<file path="src/rtl/irq_entry_seq.sv">
module irq_entry_seq #(
  parameter int PC_W          = 32,
  parameter int PSW_W         = 8,
  parameter int N_SRC         = 6,
  parameter int CAUSE_W       = 32,
  parameter int ID_BIT        = 5,
  parameter int EP_BIT        = 6,
  parameter int NP_BIT        = 7,
  parameter logic [PSW_W-1:0] PSW_RST = 'h20,
  parameter int NMI_VEC       = 'h10,
  parameter int NMI_CODE      = 'h10,
  parameter int SRC_VEC_BASE  = 'h80,
  parameter int SRC_VEC_STEP  = 'h10
) (
  input  logic               clk,
  input  logic               rst_n,
  input  logic               step_i,
  input  logic [PC_W-1:0]    pc_i,
  input  logic               rst_req_i,
  input  logic               nmi_req_i,
  input  logic [N_SRC-1:0]   src_req_i,
  input  logic               nmi_ret_i,
  input  logic               psw_we_i,
  input  logic [PSW_W-1:0]   psw_wd_i,
  output logic               redirect_o,
  output logic [PC_W-1:0]    redirect_pc_o,
  output logic [PSW_W-1:0]   psw_o,
  output logic [PC_W-1:0]    src_save_pc_o,
  output logic [PSW_W-1:0]   src_save_psw_o,
  output logic [PC_W-1:0]    nmi_save_pc_o,
  output logic [PSW_W-1:0]   nmi_save_psw_o,
  output logic [CAUSE_W-1:0] cause_o,
  output logic               nmi_pending_o
);
  localparam int HALF  = CAUSE_W / 2;
  localparam int IDX_W = (N_SRC > 1) ? $clog2(N_SRC) : 1;
  localparam logic [PC_W-1:0] NMI_PC  = PC_W'(NMI_VEC);
  localparam logic [PC_W-1:0] VBASE   = PC_W'(SRC_VEC_BASE);
  localparam logic [PC_W-1:0] VSTEP   = PC_W'(SRC_VEC_STEP);
  localparam logic [HALF-1:0] NCODE   = HALF'(NMI_CODE);

  logic               take_rst, take_nmi, take_src, defer_nmi, entry;
  logic               src_hit;
  logic [IDX_W-1:0]   src_sel;
  logic [PC_W-1:0]    src_vec;
  logic [PSW_W-1:0]   psw_base, psw_next;

  assign take_rst  = step_i & rst_req_i;
  assign take_nmi  = step_i & ~rst_req_i & (nmi_req_i | nmi_pending_o) & ~psw_o[NP_BIT];
  assign defer_nmi = step_i & ~rst_req_i & nmi_req_i & psw_o[NP_BIT];
  assign take_src  = step_i & ~rst_req_i & ~take_nmi & ~psw_o[ID_BIT] & src_hit;
  assign entry     = take_rst | take_nmi | take_src;

  always_comb begin
    src_hit = 1'b0;
    src_sel = '0;
    for (int k = N_SRC - 1; k >= 0; k--) begin
      if (src_req_i[k]) begin
        src_hit = 1'b1;
        src_sel = IDX_W'(k);
      end
    end
  end

  assign src_vec = VBASE + PC_W'(src_sel) * VSTEP;

  always_comb begin
    psw_base = (psw_we_i & ~entry) ? psw_wd_i : psw_o;
    if (nmi_ret_i) psw_base[NP_BIT] = 1'b0;
    psw_next = psw_base;
    if (take_nmi | take_src) begin
      psw_next[ID_BIT] = 1'b1;
      psw_next[EP_BIT] = 1'b0;
    end
    if (take_nmi) psw_next[NP_BIT] = 1'b1;
    if (take_rst) psw_next = PSW_RST;
  end

  always_ff @(posedge clk) begin
    if (!rst_n) begin
      redirect_o     <= 1'b0;
      redirect_pc_o  <= '0;
      psw_o          <= PSW_RST;
      src_save_pc_o  <= '0;
      src_save_psw_o <= '0;
      nmi_save_pc_o  <= '0;
      nmi_save_psw_o <= '0;
      cause_o        <= '0;
      nmi_pending_o  <= 1'b0;
    end else begin
      redirect_o <= entry;
      psw_o      <= psw_next;
      if (take_rst) begin
        redirect_pc_o <= '0;
        cause_o       <= '0;
        nmi_pending_o <= 1'b0;
      end else if (take_nmi) begin
        redirect_pc_o  <= NMI_PC;
        nmi_save_pc_o  <= pc_i;
        nmi_save_psw_o <= psw_o;
        cause_o        <= {{HALF{1'b0}}, cause_o[HALF-1:0] | NCODE};
        nmi_pending_o  <= 1'b0;
      end else begin
        if (take_src) begin
          redirect_pc_o  <= src_vec;
          src_save_pc_o  <= pc_i;
          src_save_psw_o <= psw_o;
          cause_o        <= {cause_o[CAUSE_W-1:HALF], src_vec[HALF-1:0]};
        end
        if (defer_nmi) nmi_pending_o <= 1'b1;
      end
    end
  end

  AST_STEP_GATES_REDIRECT: assert property (@(posedge clk) disable iff (!rst_n)
    !step_i |=> !redirect_o);
  AST_RESET_WINS: assert property (@(posedge clk) disable iff (!rst_n)
    (step_i && rst_req_i) |=> (redirect_o && redirect_pc_o == '0 && psw_o == PSW_RST
                              && cause_o == '0 && !nmi_pending_o));
  AST_ENTRY_MASKS: assert property (@(posedge clk) disable iff (!rst_n)
    redirect_o |-> (psw_o[ID_BIT] && !psw_o[EP_BIT]));
  AST_NMI_MARKS_NP: assert property (@(posedge clk) disable iff (!rst_n)
    (redirect_o && redirect_pc_o == NMI_PC) |-> psw_o[NP_BIT]);
  AST_NMI_DEFER: assert property (@(posedge clk) disable iff (!rst_n)
    (step_i && !rst_req_i && nmi_req_i && psw_o[NP_BIT] && !nmi_ret_i && !psw_we_i)
      |=> (nmi_pending_o && psw_o[NP_BIT]));
  AST_PEND_TAKEN: assert property (@(posedge clk) disable iff (!rst_n)
    (step_i && !rst_req_i && nmi_pending_o && !psw_o[NP_BIT])
      |=> (redirect_o && redirect_pc_o == NMI_PC && !nmi_pending_o));
  AST_MASKED_QUIET: assert property (@(posedge clk) disable iff (!rst_n)
    (step_i && psw_o[ID_BIT] && !rst_req_i && !nmi_req_i && !nmi_pending_o)
      |=> !redirect_o);
  AST_RET_DELAYS: assert property (@(posedge clk) disable iff (!rst_n)
    (step_i && nmi_ret_i && psw_o[NP_BIT] && !rst_req_i)
      |=> (!psw_o[NP_BIT] && !(redirect_o && redirect_pc_o == NMI_PC)));
endmodule

</file>
<file path="config.mk">
export PLATFORM = sky130hd
export DESIGN_NAME = irq_entry_seq
export DESIGN_NICKNAME = d
export VERILOG_FILES = /design/src/rtl/irq_entry_seq.sv
export SDC_FILE = /design/constraint.sdc
export NUM_CORES = 1
export LEC_CHECK = 0
export ABC_AREA = 1
export BUFFER_PORTS_ARGS = -buffer_cell sky130_fd_sc_hd__buf_2
export CAP_MARGIN = 20
export CORE_MARGIN = 3
export CORE_UTILIZATION = 45
export DETAILED_ROUTE_END_ITERATION = 10
export GPL_TIMING_DRIVEN = 0
export PLACE_DENSITY = 0.8
export SLEW_MARGIN = 0
export SYNTH_ARGS = -nofsm -noshare
export SYNTH_HDL_FRONTEND = slang
export SYNTH_SLANG_ARGS = --single-unit
</file>
<file path="constraint.sdc">
create_clock -name clk -period 1.4 [get_ports clk]
set_clock_uncertainty 0.05 [all_clocks]
set_input_delay 0.28 -clock clk [delete_from_list [all_inputs] [get_ports clk]]
set_output_delay 0.28 -clock clk [all_outputs]
set_load 0.005 [all_outputs]
</file>
==> impl_summary.txt <==
----------------------------------------------------
[Status]
  Violations in the final reports ... setup timing
  Result of the run ... complete, but fails checks

[Setup path]
  Kind of start point of the critical path ... flop
  Endpoint arrival time on the critical path ... 1790 ps
  Capture point of the worst reg-to-reg path ... redirect_pc_o[6]$_SDFFE_PP0P_
  Library cell appearing most often on the critical path ... sky130_fd_sc_hd__nor2_2
  CP max FO ... 5
  Timing endpoint of the critical path ... redirect_pc_o[6]$_SDFFE_PP0P_
  Launch instance of the worst register-to-register path ... nmi_pending_o$_SDFFE_PP0P_
  Critical path start-end classification ... flop to flop
  Top Family by Delay on Critical Path ... simple AND/OR/NAND/NOR gates
  CP Launch Point ... nmi_pending_o$_SDFFE_PP0P_
  Worst path depth ... 9
  Nature of the critical path endpoint ... flop
  Cell-by-cell listing of the critical path ... nor2_2, nor2_2, nand2_2, inv_2, nor2_4, buf_6, buf_8, nand3_2, a21oi_2
  Max stage delay cell, worst path ... sky130_fd_sc_hd__dfxtp_2
  WP data required ... 1630 ps
  Reg2Reg Depth ... 9
  Minimum setup slack among reg-to-reg paths ... -150 ps
  Buffer and inverter count on the worst path ... 3
  Stage delay of the slowest cell on the critical path ... 340 ps

[Yosys]
  Share of Yosys cell area claimed by the top area cell type ... 0.5047
  Register area share after synthesis ... 0.5047
  Yosys top cell by area ... sky130_fd_sc_hd__dfxtp_1
  Share of flip-flops with an asynchronous set or reset after synthesis ... 0
  Library cell with the highest instance count after synthesis ... sky130_fd_sc_hd__nor2_1
  Synth Register Bits ... 97
  Total of warnings raised by yosys ... 0
  Top_reg_cell synth ... sky130_fd_sc_hd__dfxtp_1
  Unique cell type count in the Yosys netlist ... 19
  Leading post-synthesis cells by instance count ... 156 x sky130_fd_sc_hd__nor2_1, 97 x sky130_fd_sc_hd__dfxtp_1, 71 x sky130_fd_sc_hd__o21ai_0, 58 x sky130_fd_sc_hd__buf_4, 23 x sky130_fd_sc_hd__a21oi_1
  Number of instances in the synthesized netlist ... 497
  Count of flip-flops with a built-in enable after synthesis ... 0
  Average footprint of a synthesized cell ... 7.741 µm²
  Largest cells by area after synthesis ... sky130_fd_sc_hd__dfxtp_1 50%, sky130_fd_sc_hd__nor2_1 15%, sky130_fd_sc_hd__buf_4 11%
  Total standard cell area after synthesis ... 0.003847 mm²

[Min path]
  Worst hold path startpoint ... psw_wd_i[0]
  Type of the tightest min-delay check ... primary input to flop

[Routing]
  Vias per cell ... 4.622
  Initial detailed-routing violation count ... 118
  Number of search-and-repair iterations in the first detailed-routing pass ... 6
  Post-detailed-routing wire length ... 11.21 mm
  Average wire per cell in the routed design ... 13.37 µm
  Count of antenna-violating nets left after detailed routing ... 0
  Total vias in the final route ... 3878
  DRC violations left ... 0

[Global route]
  Via count of the first global-routing pass ... 3530
  Initial antenna violation count ... 0
  First-pass GRT wire length ... 16.55 mm
  GRT Total Usage ... 0.2102
  Residual overflow from global routing ... 0
  Maximum number of pins on one net before global-route repair ... 16

[STA]
  Portion of the clock cycle consumed by the worst path in the final layout ... 1.109
  PnR worst setup slack ... -151.9 ps
  Final Hold Fails ... 0
  # setup viols final ... 77
  Timing-limited maximum frequency ... 644.4 MHz
  RSZ-0062 raised after global routing ... true
  Worst slack on hold paths ... 97.12 ps
  Final max-slew violation count ... 0
  Minimum clock period after layout ... 1552 ps

[Placement]
  Count of input and output buffers ... 149
  Estimated wirelength of the detail-placed design ... 7.937 mm
  GP Congestion ... 0.8058
  Area after DPL ... 0.004931 mm²

[Clocking]
  Maximum buffer depth of the clock tree ... 2
  TritonCTS Buffers ... 9
  Worst-path clk slew ... 100 ps
  Number of clock sinks seen by CTS ... 97
  Count of H-tree levels built during CTS ... 3
  CTS tree ... done
  CTS root buffer ... sky130_fd_sc_hd__clkbuf_8
  Number of hold buffers added after cts ... 0
  Clock latency on the worst-skew pair ... 350 ps

[Pwr]
  Leakage Power ... 2.958 nW
  Pwr per Cell Area ... 995.8 mW/mm²
  Maximum vdd drop ... 0.4867 mV

[Floorplan]
  Horizontal die dimension ... 98.47 µm
  Starting density of the core ... 0.4659
  Placeable core region ... 0.008258 mm²
  Die Area ... 0.009695 mm²
  Standard-cell row count ... 33
  Vertical die dimension ... 98.47 µm
  Count of boundary I/O pins ... 207

[Cells and area]
  Final instance area ... 0.005620 mm²
  Diode insertion count for antenna repair ... 0
  NumNets Final ... 782
  Layout cell share with drive strength beyond 1 ... 0.3992
  Syn-to-layout area delta ... 46.08%

[Job]
  Max-cap violations ... 0

----------------------------------------------------
-- metal layers --
layer	share of wire	vias to the layer above	global-route usage	wire length, µm
li1	-	1935	-	-
met1	0.37	1732	0.2415	4171
met2	0.53	191	0.3822	5908
met3	0.083	20	0.04176	934
met4	0.018	0	0.08193	200
met5	0	-	0	0
-- per-stage QoR --
step	TNS [ps]	total power [mW]	std cells	utilization	setup slack, ps
4_1_cts	-433.8	5.532	833	0.6488	-37.94
5_1_grt	-14790	5.848	839	0.6806	-223.0
2_1_floorplan	0	3.399	552	-	84.46
3_3_place_gp	-18310	3.664	806	0.5971	-265.9
6_report	-7417	5.597	839	0.6806	-151.9
3_5_place_dp	-23040	3.686	806	0.5971	-324.6
-- worst min-delay path, stage by stage --
cell and delay, ps:
sky130_fd_sc_hd__buf_2 80, sky130_fd_sc_hd__nor2_1 30, sky130_fd_sc_hd__nor2_1 80
-- report_power, final --
| group | leakage (nW) | internal (mW) | total (mW) | switching, mW |
|---|---|---|---|---|
| clock network | 0.0953 | 0.871 | 1.83 | 0.960 |
| logic | 2.07 | 0.413 | 0.834 | 0.421 |
| registers | 0.790 | 2.87 | 2.93 | 0.0609 |
-- logic make-up (layout without fill, tap and decap cells) --
kind of cell	after synthesis	after routing	synth area share
AND/OR/NAND/NOR	189	189	0.1915
buffers and inverters	104	286	0.1623
AO/OA/AOI/OAI	106	106	0.1405
other	1	56	0.0009747
flip-flops	97	97	0.5047
-- timing repair --
action	in CTS	in global routing
gates resized for setup	64	69
setup endpoints to repair	93	93
buffers inserted	10	2
pin swaps	5	12
gates cloned	1	4
-- how the worst min path moves through the flow --
stage                                      to  slack [ps]  depth (start not counted)
6_report                psw_o[0]$_SDFFE_PP0P_         100                          3
5_1_grt                 psw_o[0]$_SDFFE_PP0P_          90                          3
4_1_cts                 psw_o[0]$_SDFFE_PP0P_          90                          3
3_5_place_dp   nmi_save_psw_o[7]$_SDFFE_PN0P_         390                          2
3_3_place_gp   nmi_save_psw_o[7]$_SDFFE_PN0P_         380                          2
2_1_floorplan   src_save_pc_o[7]$_SDFFE_PN0P_         360                          2
-- sequential cells by signal, indices dropped and copies added, names as in the netlist --
signal / flops
nmi_save_pc_o: 32
src_save_pc_o: 32
nmi_save_psw_o: 8
psw_o: 8
src_save_psw_o: 8
redirect_pc_o: 4
cause_o: 3
nmi_pending_o: 1
redirect_o: 1
-- layout by cell type, fill, tap and decap left out, types with 4 or more instances in the layout --
cell type and count:
sky130_fd_sc_hd__buf_2 151, sky130_fd_sc_hd__nor2_1 150, sky130_fd_sc_hd__dfxtp_1 95, sky130_fd_sc_hd__buf_4 66, sky130_fd_sc_hd__conb_1 56, sky130_fd_sc_hd__o21ai_1 43
sky130_fd_sc_hd__o21ai_0 26, sky130_fd_sc_hd__a21oi_1 19, sky130_fd_sc_hd__nand2_1 18, sky130_fd_sc_hd__inv_1 17, sky130_fd_sc_hd__o21ai_2 10, sky130_fd_sc_hd__clkbuf_8 10
sky130_fd_sc_hd__buf_8 9, sky130_fd_sc_hd__clkbuf_1 9, sky130_fd_sc_hd__buf_6 7, sky130_fd_sc_hd__nor2_2 6, sky130_fd_sc_hd__nand2_2 5, sky130_fd_sc_hd__a21oi_2 4
-- layout make-up --
type                    instances  area (µm²)
plain buffers                  83       680.7
multi-input cells             351        1604
fillers                       722        2638
flip-flops and latches         97        1944
inverters                      21       81.33
well taps                     105       131.4
clock buffers                  11       141.4
repair buffers                166       982.2
clock inverters                 5       55.05
Note: power is estimated with default switching activity, not from simulation.
